===== src/rtl/dma_pp_pkg.sv =====
package dma_pp_pkg;

  // Control register offsets inside the control window (address MSB = 1).
  typedef enum logic [1:0] {
    CTL_SWAP = 2'd0,
    CTL_SEL  = 2'd1,
    CTL_IRQ  = 2'd2
  } ctl_off_e;

  // Field selector inside a pointer pair.
  typedef enum logic {
    FLD_COUNT = 1'b0,
    FLD_ADDR  = 1'b1
  } ptr_fld_e;

endpackage


===== src/rtl/dma_pp_ptr_file.sv =====
module dma_pp_ptr_file #(
  parameter int NUM_CH = 2,
  parameter int DW     = 8,
  localparam int IW    = $clog2(NUM_CH) + 2,
  localparam int DEPTH = NUM_CH * 4
) (
  input  logic                 clk,
  input  logic                 rst,
  input  logic                 sw_we,
  input  logic [IW-1:0]        sw_idx,
  input  logic [DW-1:0]        sw_wdata,
  output logic [DW-1:0]        sw_rval,
  input  logic [NUM_CH-1:0]    hw_we,
  input  logic [NUM_CH*DW-1:0] hw_cnt,
  input  logic [NUM_CH*DW-1:0] hw_adr,
  input  logic [NUM_CH-1:0]    pair_sel,
  output logic [NUM_CH*DW-1:0] cur_cnt,
  output logic [NUM_CH*DW-1:0] cur_adr
);
  import dma_pp_pkg::*;

  logic [DW-1:0] mem [DEPTH];

  function automatic logic [IW-1:0] ent_idx(input int ch, input logic pair, input logic fld);
    return IW'((ch << 2) | (int'(pair) << 1) | int'(fld));
  endfunction

  // Software writes first; a hardware update of the same entry overrides it.
  always_ff @(posedge clk) begin
    if (rst) begin
      for (int i = 0; i < DEPTH; i++) mem[i] <= '0;
    end else begin
      if (sw_we) mem[sw_idx] <= sw_wdata;
      for (int c = 0; c < NUM_CH; c++) begin
        if (hw_we[c]) begin
          mem[ent_idx(c, pair_sel[c], FLD_COUNT)] <= hw_cnt[c*DW +: DW];
          mem[ent_idx(c, pair_sel[c], FLD_ADDR)]  <= hw_adr[c*DW +: DW];
        end
      end
    end
  end

  assign sw_rval = mem[sw_idx];

  for (genvar g = 0; g < NUM_CH; g++) begin : g_rd
    assign cur_cnt[g*DW +: DW] = mem[ent_idx(g, pair_sel[g], FLD_COUNT)];
    assign cur_adr[g*DW +: DW] = mem[ent_idx(g, pair_sel[g], FLD_ADDR)];

    AST_HW_CNT_LANDS: assert property (@(posedge clk) disable iff (rst)
      hw_we[g] |=> mem[ent_idx(g, $past(pair_sel[g]), FLD_COUNT)] == $past(hw_cnt[g*DW +: DW]));
    AST_HW_ADR_LANDS: assert property (@(posedge clk) disable iff (rst)
      hw_we[g] |=> mem[ent_idx(g, $past(pair_sel[g]), FLD_ADDR)] == $past(hw_adr[g*DW +: DW]));
  end

endmodule


===== src/rtl/dma_pp_chan_seq.sv =====
module dma_pp_chan_seq #(
  parameter int DW   = 8,
  parameter int STEP = 2
) (
  input  logic          clk,
  input  logic          rst,
  input  logic          xfer_done,
  input  logic          swap_en,
  input  logic [DW-1:0] cur_cnt,
  input  logic [DW-1:0] cur_adr,
  input  logic          sel_we,
  input  logic          sel_wdata,
  output logic          hw_we,
  output logic [DW-1:0] hw_cnt,
  output logic [DW-1:0] hw_adr,
  output logic          eob,
  output logic          sel
);

  logic live;

  always_comb begin
    live   = xfer_done && (cur_cnt != '0);
    hw_we  = live;
    hw_cnt = cur_cnt - DW'(1);
    hw_adr = cur_adr + DW'(STEP);
    eob    = live && (cur_cnt == DW'(1));
  end

  // Hardware toggle beats a same-cycle software write.
  always_ff @(posedge clk) begin
    if (rst)                sel <= 1'b0;
    else if (eob && swap_en) sel <= ~sel;
    else if (sel_we)         sel <= sel_wdata;
  end

  AST_SWAP_FLIPS: assert property (@(posedge clk) disable iff (rst)
    (eob && swap_en) |=> (sel != $past(sel)));
  AST_SEL_HOLD_NOSWAP: assert property (@(posedge clk) disable iff (rst)
    (!swap_en && !sel_we) |=> $stable(sel));

endmodule


===== src/rtl/dma_pingpong_ctrl.sv =====
module dma_pingpong_ctrl
  import dma_pp_pkg::*;
#(
  parameter int NUM_CH    = 2,
  parameter int DW        = 8,
  parameter int ADDR_STEP = 2,
  localparam int IW       = $clog2(NUM_CH) + 2,
  localparam int SW_AW    = IW + 1
) (
  input  logic                 clk,
  input  logic                 rst,
  input  logic                 sw_we,
  input  logic [SW_AW-1:0]     sw_addr,
  input  logic [DW-1:0]        sw_wdata,
  output logic [DW-1:0]        sw_rdata,
  input  logic [NUM_CH-1:0]    xfer_done,
  output logic [NUM_CH*DW-1:0] ch_addr,
  output logic [NUM_CH*DW-1:0] ch_count,
  output logic [NUM_CH-1:0]    ch_sel,
  output logic [NUM_CH-1:0]    eob_irq
);

  logic                 is_ptr, wr_ptr, wr_swap, wr_sel, wr_irq;
  logic                 swap_en_q;
  logic [NUM_CH-1:0]    irq_q, hw_we, eob;
  logic [NUM_CH*DW-1:0] hw_cnt, hw_adr, cur_cnt, cur_adr;
  logic [DW-1:0]        file_rval, rd_mux, rdata_q;

  always_comb begin
    is_ptr  = !sw_addr[SW_AW-1];
    wr_ptr  = sw_we && is_ptr;
    wr_swap = sw_we && !is_ptr && (sw_addr[IW-1:0] == IW'(CTL_SWAP));
    wr_sel  = sw_we && !is_ptr && (sw_addr[IW-1:0] == IW'(CTL_SEL));
    wr_irq  = sw_we && !is_ptr && (sw_addr[IW-1:0] == IW'(CTL_IRQ));
  end

  dma_pp_ptr_file #(.NUM_CH(NUM_CH), .DW(DW)) i_file (
    .clk      (clk),
    .rst      (rst),
    .sw_we    (wr_ptr),
    .sw_idx   (sw_addr[IW-1:0]),
    .sw_wdata (sw_wdata),
    .sw_rval  (file_rval),
    .hw_we    (hw_we),
    .hw_cnt   (hw_cnt),
    .hw_adr   (hw_adr),
    .pair_sel (ch_sel),
    .cur_cnt  (cur_cnt),
    .cur_adr  (cur_adr)
  );

  for (genvar g = 0; g < NUM_CH; g++) begin : g_ch
    dma_pp_chan_seq #(.DW(DW), .STEP(ADDR_STEP)) i_seq (
      .clk       (clk),
      .rst       (rst),
      .xfer_done (xfer_done[g]),
      .swap_en   (swap_en_q),
      .cur_cnt   (cur_cnt[g*DW +: DW]),
      .cur_adr   (cur_adr[g*DW +: DW]),
      .sel_we    (wr_sel),
      .sel_wdata (sw_wdata[g]),
      .hw_we     (hw_we[g]),
      .hw_cnt    (hw_cnt[g*DW +: DW]),
      .hw_adr    (hw_adr[g*DW +: DW]),
      .eob       (eob[g]),
      .sel       (ch_sel[g])
    );

    // Sticky flag: hardware set wins over a software clear.
    always_ff @(posedge clk) begin
      if (rst)                       irq_q[g] <= 1'b0;
      else if (eob[g])               irq_q[g] <= 1'b1;
      else if (wr_irq && sw_wdata[g]) irq_q[g] <= 1'b0;
    end

    AST_EOB_RAISES_FLAG: assert property (@(posedge clk) disable iff (rst)
      eob[g] |=> eob_irq[g]);
    AST_FLAG_STICKY: assert property (@(posedge clk) disable iff (rst)
      (eob_irq[g] && !(wr_irq && sw_wdata[g])) |=> eob_irq[g]);
    AST_DRAINED_FROZEN: assert property (@(posedge clk) disable iff (rst)
      (xfer_done[g] && cur_cnt[g*DW +: DW] == '0 && !sw_we)
        |=> ($stable(ch_count[g*DW +: DW]) && $stable(ch_addr[g*DW +: DW])));
  end

  always_ff @(posedge clk) begin
    if (rst)          swap_en_q <= 1'b0;
    else if (wr_swap) swap_en_q <= sw_wdata[0];
  end

  always_comb begin
    rd_mux = '0;
    if (is_ptr) begin
      rd_mux = file_rval;
    end else begin
      case (sw_addr[IW-1:0])
        IW'(CTL_SWAP): rd_mux = DW'(swap_en_q);
        IW'(CTL_SEL):  rd_mux = DW'(ch_sel);
        IW'(CTL_IRQ):  rd_mux = DW'(irq_q);
        default:       rd_mux = '0;
      endcase
    end
  end

  always_ff @(posedge clk) begin
    if (rst) rdata_q <= '0;
    else     rdata_q <= rd_mux;
  end

  assign sw_rdata = rdata_q;
  assign ch_count = cur_cnt;
  assign ch_addr  = cur_adr;
  assign eob_irq  = irq_q;

endmodule


===== config.mk =====
export PLATFORM = sky130hd
export DESIGN_NAME = dma_pingpong_ctrl
export DESIGN_NICKNAME = d
export VERILOG_FILES = /design/src/rtl/dma_pp_pkg.sv /design/src/rtl/dma_pp_ptr_file.sv /design/src/rtl/dma_pp_chan_seq.sv /design/src/rtl/dma_pingpong_ctrl.sv
export SDC_FILE = /design/constraint.sdc
export NUM_CORES = 1
export LEC_CHECK = 0
export ABC_AREA = 1
export BUFFER_PORTS_ARGS = -buffer_cell sky130_fd_sc_hd__buf_2
export CAP_MARGIN = 20
export CORE_MARGIN = 4
export CORE_UTILIZATION = 45
export DETAILED_ROUTE_END_ITERATION = 7
export HOLD_SLACK_MARGIN = 0.06
export PLACE_DENSITY = 0.74
export SYNTH_ARGS = -nofsm -noshare
export SYNTH_HDL_FRONTEND = slang
export SYNTH_HIERARCHICAL = 1
export SYNTH_SLANG_ARGS = --single-unit

===== constraint.sdc =====
create_clock -name clk -period 2.28 [get_ports clk]
set_input_delay 0 -clock clk [delete_from_list [all_inputs] [get_ports clk]]
set_output_delay 0 -clock clk [all_outputs]
set_load 0.02 [all_outputs]

==> results.yml <==
status:
  status: "completed"
synth:
  synth_flop_cell: "edfxtp_1"
  synth_area_um2: 5250
  synth_compound_area_share_pct: 9.67
  synth_fp_nets: 754
  synthMuxAreaShare_pct: 0.429
  synth.distinct_cells: 28
  synth_xor_area_share_pct: 3.67
  ys_seq_area_share_pct: 41.6
  synth-seq-cells: 77
  synthCells: 729
  synth-async-reset-ratio_pct: 0
  synth_edf_count: 64
  synthSimpleGateAreaFrac_pct: 30.7
  synth-adder-area-share_pct: 1.91
  synth_top_family_by_area: "simple AND/OR/NAND/NOR gates"
  yosys_warnings: 6
  avgSynthCellArea_um2: 7.20
timing:
  worstMarginPinSlew_ns: 0.568
  slew_headroom_pct: 61.7
  fin_skew_ns: 0.00846
  slew_viol_final: 0
  final.setup.tns_ns: 0
  rsz0062_at_grt: "false"
  max_freq_mhz: 472
  final-setup-viol-count: 0
  min_period_ns: 2.12
  hold_viol_final: 0
  finalCritPeriodShare_pct: 92.9
worst_setup_path:
  r2r_start: "g_ch[1].i_seq/sel"
  critPathRequiredTime_ns: 2.36
  endpoint_kind: "flip-flop"
  critPathTopFamily: "simple AND/OR/NAND/NOR gates"
  path_max_fanout: 17
  crit_buf_inv: 4
  startpoint: "g_ch[1].i_seq/sel"
  cpMaxStageDelayCell: "dfxtp_4"
  worstPathCellList: "buf_12 -> nand2_1 -> o21ai_2 -> nor2_1 -> nand2_2 -> nor2_2 -> nor2_2 -> nand3_1 -> buf_4 -> inv_1 -> buf_4 -> nand2_1 -> o21ai_1"
  rrSetupSlack_ns: 0.16
  cp.depth: 13
  criticalPathCategory: "flip-flop to flip-flop"
  timing.rr.end: "i_file/mem[5][1]"
  critPathLaunchType: "flip-flop"
  reg2reg_depth: 13
  crit_arrival_ns: 2.20
  cpPeakStageDelay_ns: 0.39
placement:
  place_congestion: 0.899
  io_buffers: 60
  place_area_um2: 5920
  dp.cells: 925
  hpwl_mm: 11.6
final_layout:
  finalNetCount: 824
  fin_area_um2: 6330
  nFillCells: 1044
  final_cell_mix: "nand2_1 (236), inv_1 (121), edfxtp_1 (64), buf_2 (60), nand3_1 (47)"
  syn_to_final_growth_pct: 20.6
  diodes: 0
  final_common_cell: "nand2_1"
  finalNonFillerCells: 947
  drive_gt1_share_pct: 22.3
hold_path:
  hold_class: "input pin to flip-flop"
  min_delay_path_depth: 6
  min-delay-start: "xfer_done[1]"
  hold_end: "g_ch[1].i_seq/sel"
clock_network:
  cts_max_level: 3
  cts_buffers: 9
  clock_latency_ns: 0.34
  cts_tree: "done"
  clk_pin_slew_worst_paths_ns: 0.06
  clkSinkCount: 77
  clock-root-buffer: "clkbuf_16"
  clockBufferDepth: 2
power_and_ir_drop:
  vdd_drop_max_mv: 0.358
  power_leakage_nw: 2.94
  power_density_nw_per_um2: 648
global_routing:
  grt_pass1_wl_mm: 24.2
  grt_usage_pct: 23.5
  grt_max_degree: 33
  antenna_found_initial: 0
  gr-total-overflow: 0
  grt_pass1_vias: 4783
route:
  avgViaCountPerCell: 5.29
  drt-wirelength-per-cell_um: 16.1
  drtAntennaViolNets: 0
  drt_first_iter_violations: 465
  drc: 0
  wl_mm: 15.3
  dr.pass1.iters: 5
  vias: 5007
floorplan:
  start_util_pct: 46.0
  coreArea_um2: 11400
  die_width_um: 116
  die_area_um2: 13500
  dieHeight_um: 116
  ios: 61
  rows: 39
flow_run:
  drv_cap: 0
sequential cells by signal (all words and copies together), names as in the netlist:
name and count:
i_file/mem 64, sw_rdata 8, eob_irq 2, g_ch.i_seq/sel 2, swap_en_q 1
cells by family after synthesis:
logic type,count (synthesis)
and+or+nand+nor,358
buffers and inverters,161
AOI/OAI and AO/OA,101
DFF,77
xor gates and xnor gates,22
adders and majority gates,8
muxes,2
metal layers:
layer	wire length, µm	vias up	part of all wire [%]	track usage, %
met5	0	-	0	0
met4	565	0	3.7	10.6
met3	1310	46	8.6	4.13
met2	7300	223	48	39.1
met1	6120	2279	40	29.7
li1	-	2459	-	-
area by class of cell:
type / instances / area, µm² / share of cell area, %
multi-input cells: 491 / 2600 / 41.0
clock inverters: 6 / 87.6 / 1.38
well taps: 143 / 179 / 2.83
flip-flops and latches: 77 / 2190 / 34.5
inverters: 135 / 510 / 8.06
repair buffers: 85 / 542 / 8.56
clock buffers: 10 / 229 / 3.62
worst min-delay path, stage by stage:
cell and delay, ns:
buf_2 0.11, inv_1 0.06, nor2_2 0.05, nand4_1 0.06
nand2_1 0.06, nor2_2 0.07
synth_stat cells, types with 6 or more instances:
master	n	area, µm²
dfxtp_1	13	260
o21ai_0	55	275
edfxtp_1	64	1920
nand2_1	236	886
inv_1	122	458
buf_2	11	55.1
nor2_4	7	78.8
inv_2	13	48.8
o21ai_1	42	210
nor2_2	11	68.8
xor2_1	18	158
ha_1	8	100
nand2_2	13	81.3
nor2_1	17	63.8
nand4_1	6	37.5
clkbuf_1	8	30.0
nand3_1	56	280
power breakdown:
group	switching, mW	internal [mW]
Sequential	0.0320	1.62
Combinational	0.640	0.268
Clock	0.586	0.957
through the flow:
step           util, %  hold slack [ns]  setup WS [ns]  power, mW
2_1_floorplan        -           0.0691        0.00541       2.29
3_3_place_gp      51.8            0.293         0.0853       2.56
3_5_place_dp      51.8            0.290         0.0191       2.57
4_1_cts           55.1           0.0972         0.0511       4.10
5_1_grt           55.5            0.127         0.0188       4.28
6_report          55.5            0.102          0.163       4.11
what timing repair did:
| item | CTS | global route |
|---|---|---|
| buffers inserted | 0 | 1 |
| setup endpoints to repair | 2 | 52 |
| gates resized for setup | 1 | 5 |
| hold buffers | 5 | 0 |
| endpoints found under the hold margin | 7 | 0 |
worst max-delay path by stage:
stage                        to  slack [ns]
6_report       i_file/mem[5][1]        0.16
5_1_grt        i_file/mem[6][5]        0.02
4_1_cts        i_file/mem[6][5]        0.05
3_5_place_dp   i_file/mem[1][0]        0.02
3_3_place_gp   i_file/mem[6][3]        0.09
2_1_floorplan  i_file/mem[6][0]       0.005
No activity file was read; power rests on OpenSTA's default activity.
